===== config.mk =====
export PLATFORM = sky130hd
export DESIGN_NAME = pwr_sleep_ctrl
export DESIGN_NICKNAME = d
export VERILOG_FILES = /design/src/rtl/pwr_pkg.sv /design/src/rtl/pwr_wake_collect.sv /design/src/rtl/pwr_mode_fsm.sv /design/src/rtl/pwr_cause_reg.sv /design/src/rtl/pwr_sleep_ctrl.sv
export SDC_FILE = /design/constraint.sdc
export NUM_CORES = 1
export LEC_CHECK = 0
export BUFFER_PORTS_ARGS = -buffer_cell sky130_fd_sc_hd__buf_2
export CAP_MARGIN = 5
export CORE_AREA = 2 2 39 41
export DETAILED_ROUTE_END_ITERATION = 12
export DIE_AREA = 0 0 41 43
export GPL_TIMING_DRIVEN = 0
export SYNTH_ARGS = -nofsm -noshare
export SYNTH_HDL_FRONTEND = slang
export SYNTH_HIERARCHICAL = 1
export SYNTH_SLANG_ARGS = --single-unit

===== constraint.sdc =====
create_clock -name clk -period 1.4 [get_ports clk]
set_input_delay 0.28 -clock clk [delete_from_list [all_inputs] [get_ports clk]]
set_output_delay 0.28 -clock clk [all_outputs]
set_load 0.005 [all_outputs]

===== src/rtl/pwr_pkg.sv =====
package pwr_pkg;
  localparam int NUM_SRC = 4;

  // wake source positions in the cause vector
  localparam int SRC_RSTPIN = 0;
  localparam int SRC_TIMER  = 1;
  localparam int SRC_BUTTON = 2;
  localparam int SRC_POWER  = 3;

  typedef enum logic [1:0] {
    M_MISSION = 2'b00,
    M_SLEEP   = 2'b01,
    M_WAKE    = 2'b10
  } pwr_mode_e;
endpackage


===== src/rtl/pwr_wake_collect.sv =====
module pwr_wake_collect
  import pwr_pkg::*;
(
  input  logic               rst_pin,
  input  logic               autowake_tmo,
  input  logic               button,
  input  logic               sys_pwr,
  output logic [NUM_SRC-1:0] wake_vec,
  output logic               wake_any
);
  always_comb begin
    wake_vec             = '0;
    wake_vec[SRC_RSTPIN] = rst_pin;
    wake_vec[SRC_TIMER]  = autowake_tmo;
    wake_vec[SRC_BUTTON] = button;
    wake_vec[SRC_POWER]  = sys_pwr;
    wake_any             = |wake_vec;
  end
endmodule


===== src/rtl/pwr_mode_fsm.sv =====
module pwr_mode_fsm
  import pwr_pkg::*;
(
  input  logic      clk,
  input  logic      rst,
  input  logic      sleep_wr,
  input  logic      sys_pwr,
  input  logic      wake_any,
  output pwr_mode_e mode_q,
  output logic      lcd_keep_q
);
  pwr_mode_e mode_d;

  always_comb begin
    mode_d = mode_q;
    unique case (mode_q)
      M_MISSION: if (sleep_wr && !sys_pwr && !wake_any) mode_d = M_SLEEP;
      M_SLEEP:   if (wake_any) mode_d = M_WAKE;
      M_WAKE:    mode_d = M_MISSION;
      default:   mode_d = M_MISSION;
    endcase
  end

  always_ff @(posedge clk) begin
    if (rst) begin
      mode_q     <= M_MISSION;
      lcd_keep_q <= 1'b0;
    end else begin
      mode_q     <= mode_d;
      lcd_keep_q <= (mode_d == M_SLEEP);
    end
  end

  // sleep is only entered from a battery-powered request
  assert_sleep_on_battery_R3: assert property (@(posedge clk) disable iff (rst)
    (mode_q == M_SLEEP && $past(mode_q) == M_MISSION) |-> $past(sleep_wr && !sys_pwr));

  assert_wake_pend_one_cycle_R8: assert property (@(posedge clk) disable iff (rst)
    (mode_q == M_WAKE) |=> (mode_q == M_MISSION));

  assert_lcd_only_in_sleep_R8: assert property (@(posedge clk) disable iff (rst)
    lcd_keep_q == (mode_q == M_SLEEP));

  assert_wake_leaves_sleep_R4: assert property (@(posedge clk) disable iff (rst)
    (mode_q == M_SLEEP && wake_any) |=> (mode_q == M_WAKE));

  assert_wake_beats_request_R9: assert property (@(posedge clk) disable iff (rst)
    (mode_q == M_MISSION && wake_any) |=> (mode_q == M_MISSION));
endmodule


===== src/rtl/pwr_cause_reg.sv =====
module pwr_cause_reg #(
  parameter int W = 4
) (
  input  logic         clk,
  input  logic         rst,
  input  logic [W-1:0] set_i,
  input  logic         clr_we,
  input  logic [W-1:0] clr_mask,
  output logic [W-1:0] cause_q
);
  for (genvar k = 0; k < W; k++) begin : g_bit
    always_ff @(posedge clk) begin
      if (rst) cause_q[k] <= 1'b0;
      else     cause_q[k] <= set_i[k] | (cause_q[k] & ~(clr_we & clr_mask[k]));
    end
  end

  assert_set_wins_R11: assert property (@(posedge clk) disable iff (rst)
    (|set_i) |=> ((cause_q & $past(set_i)) == $past(set_i)));

  assert_no_spurious_set_R10: assert property (@(posedge clk) disable iff (rst)
    1'b1 |=> ((cause_q & ~$past(cause_q) & ~$past(set_i)) == '0));
endmodule


===== src/rtl/pwr_sleep_ctrl.sv =====
module pwr_sleep_ctrl
  import pwr_pkg::*;
(
  input  logic               clk,
  input  logic               rst,
  input  logic               sleep_wr,
  input  logic               sys_pwr,
  input  logic               rst_pin,
  input  logic               autowake_tmo,
  input  logic               button,
  input  logic               cause_clr_we,
  input  logic [NUM_SRC-1:0] cause_clr_mask,
  output logic [1:0]         mode_o,
  output logic               lcd_keep_o,
  output logic [NUM_SRC-1:0] wake_cause_o
);
  logic [NUM_SRC-1:0] wake_vec;
  logic               wake_any;
  pwr_mode_e          mode_q;
  logic [NUM_SRC-1:0] cause_set;

  pwr_wake_collect u_collect (
    .rst_pin      (rst_pin),
    .autowake_tmo (autowake_tmo),
    .button       (button),
    .sys_pwr      (sys_pwr),
    .wake_vec     (wake_vec),
    .wake_any     (wake_any)
  );

  pwr_mode_fsm u_fsm (
    .clk        (clk),
    .rst        (rst),
    .sleep_wr   (sleep_wr),
    .sys_pwr    (sys_pwr),
    .wake_any   (wake_any),
    .mode_q     (mode_q),
    .lcd_keep_q (lcd_keep_o)
  );

  // causes are recorded only for events that end a sleep
  assign cause_set = (mode_q == M_SLEEP) ? wake_vec : '0;

  pwr_cause_reg #(.W(NUM_SRC)) u_cause (
    .clk      (clk),
    .rst      (rst),
    .set_i    (cause_set),
    .clr_we   (cause_clr_we),
    .clr_mask (cause_clr_mask),
    .cause_q  (wake_cause_o)
  );

  assign mode_o = mode_q;

  assert_mission_keeps_cause_R9: assert property (@(posedge clk) disable iff (rst)
    (mode_q == M_MISSION && !cause_clr_we) |=> $stable(wake_cause_o));
endmodule


==> results.yml <==
outcome:
  outcome: "completed"
timing:
  worst_pin_slew_ns: 0.223
  fin_crit_ns: 1.13
  final-hold-violation-count: 0
  fin_setup_tns_ns: 0
  clock-skew-final_ns: 0.000391
  whs_ns: 0.219
  grt_setup_unrepaired: "no"
  drv_slew: 0
  period_share: 0.804
  setup_violations: 0
  relSlewSlack: 0.851
  max_clock_freq_mhz: 889
floorplan:
  row_count: 14
  dieArea_um2: 1760
  coreArea_um2: 1380
  io_pins: 19
  fp.dieH_um: 43
  die_width_um: 41
  start_util: 0.230
setup_path:
  r2r_slack_ns: 0.38
  end_kind: "flip-flop"
  reg2reg_to: "u_cause/cause_q[1]"
  r2r_cells: 3
  crit-reg2reg-launch: "u_fsm/mode_q[0]"
  required_ns: 1.60
  cp_max_fo: 2
  cp-start-kind: "input port"
  critPathArrivalTime_ns: 1.32
  crit_type: "input port to flip-flop"
synth:
  yosys_warnings: 6
  ys_seq_area_frac: 0.441
  yosysUniqueCellTypes: 12
  netlist_area_um2: 318
  syn_avg_cell_area_um2: 9.35
  synthCells: 34
  synthesis.nets: 46
  synth_seq_cells: 7
final_layout:
  fin_nets: 69
  final_layout_size_suffix_gt1_frac: 0.464
  syn2layout_area_growth_pct: 42.9
  final_common_cell: "buf_2"
  stdcell_area_um2: 454
  antennaDiodeCount: 0
  final_cell_mix: "18 x buf_2, 7 x dfxtp_1"
  n_fill_cell: 160
flow_run:
  cap_violations: 0
routing:
  antenna_left: 0
  first_iter_violations: 4
  num_vias: 317
  wl_per_cell_um: 9.54
  drt-vias-per-instance: 4.40
  drc: 0
  firstDrtPassIters: 4
  totalWireLength_um: 687
place:
  placed_area_um2: 428
  place_congestion: 0.624
  port_buffers: 18
clock_tree:
  cts_root_buffer: "clkbuf_4"
  post_cts_resized: 0
  clkTransAtPathRegs_ns: 0.05
  cts_max_level: 1
  cts_tree: "done"
  cts_num_sinks: 7
  hold_buffers: 0
  cts_made_buffers: 3
  cts_post_setup_buffers_inserted: 0
  worstSkewPairLatency_ns: 0.25
  clk_path_buf_depth: 2
global_routing:
  overflow: 0
  antenna_found_initial: 0
  grt_pass1_wl_mm: 1.06
  grt_start_max_net_pins: 9
  track_usage: 0.0956
  grt_pass1_vias: 277
worst_hold_path:
  hold_start: "cause_clr_mask[1]"
  min_path_type: "input port to flip-flop"
  worst_hold_path.endpoint: "u_cause/cause_q[1]"
  worstHoldPathCells: 2
power_and_ir_drop:
  ir_drop_mv: 0.306
  p_per_area_nw_per_um2: 926
  power.leakage_uw: 0.000217
==> worst max-delay path: stages <==
cell and delay (ns):
buf_2 0.10, or4_1 0.56, nor3_2 0.24, o21a_1 0.14
==> per-stage QoR <==
step	total power, µW	utilization	instances	setup WS, ns
finish	420	0.328	72	0.275
CTS	434	0.328	72	0.257
detailed placement	239	0.309	68	0.0200
global placement	239	0.309	68	0.0374
global route	442	0.328	72	0.212
floorplan	217	-	34	0.185
==> layout make-up <==
type	instances	area (µm²)	area share
Multi-Input combinational cell	19	133	0.292
Clock buffer	4	26.3	0.0579
Buffer	4	30.0	0.0661
Inverter	4	15.0	0.0331
Sequential cell	7	140	0.309
Timing Repair Buffer	18	90.1	0.198
Tap cell	16	20.0	0.0441
==> cell usage after synthesis, drive strengths merged <==
library cell	n	area, µm²
a311oi	4	35.0
buf	4	30.0
nor3	2	15.0
dfxtp	7	140
and3b	4	35.0
or4	1	7.51
nor2	4	15.0
nand2	1	3.75
inv	4	15.0
nor2b	1	6.26
o21a	2	15.0
==> registers in the layout (all words and copies together) (netlist names) <==
signal	cells
u_cause/cause_q	4
u_fsm/lcd_keep_q	1
u_fsm/mode_q	2
==> how the worst max path moves through the flow <==
| stage | from | depth (start not counted) | endpoint | slack, ns |
|---|---|---|---|---|
| 3_3_place_gp | rst_pin | 4 | u_fsm/lcd_keep_q | 0.04 |
| 3_5_place_dp | rst_pin | 4 | u_fsm/lcd_keep_q | 0.02 |
| 2_1_floorplan | rst_pin | 3 | u_fsm/lcd_keep_q | 0.18 |
| 5_1_grt | u_fsm/mode_q[0] | 1 | mode_o[0] | 0.21 |
| 4_1_cts | u_fsm/mode_q[0] | 1 | mode_o[0] | 0.26 |
| 6_report | rst_pin | 4 | u_fsm/lcd_keep_q | 0.27 |
==> layer usage <==
layer | vias to the layer above | track usage | part of all wire
met3 | 2 | 0.0628 | 0.11
li1 | 161 | - | -
met5 | - | 0 | 0
met4 | 0 | 0.0600 | 0.017
met1 | 139 | 0.0906 | 0.40
met2 | 15 | 0.144 | 0.47
==> cell families after synthesis <==
logic type | synth area share
AOI/OAI and AO/OA | 0.157
buffers and inverters | 0.142
DFF | 0.441
and+or+nand+nor | 0.260
==> report_power, final <==
| part | internal (µW) | leakage, µW | switching (µW) |
|---|---|---|---|
| logic | 20.6 | 0.000146 | 13.2 |
| clock network | 109 | 0.0000150 | 77.1 |
| registers | 200 | 0.0000564 | 0.616 |
(Power assumes the default switching activity.)
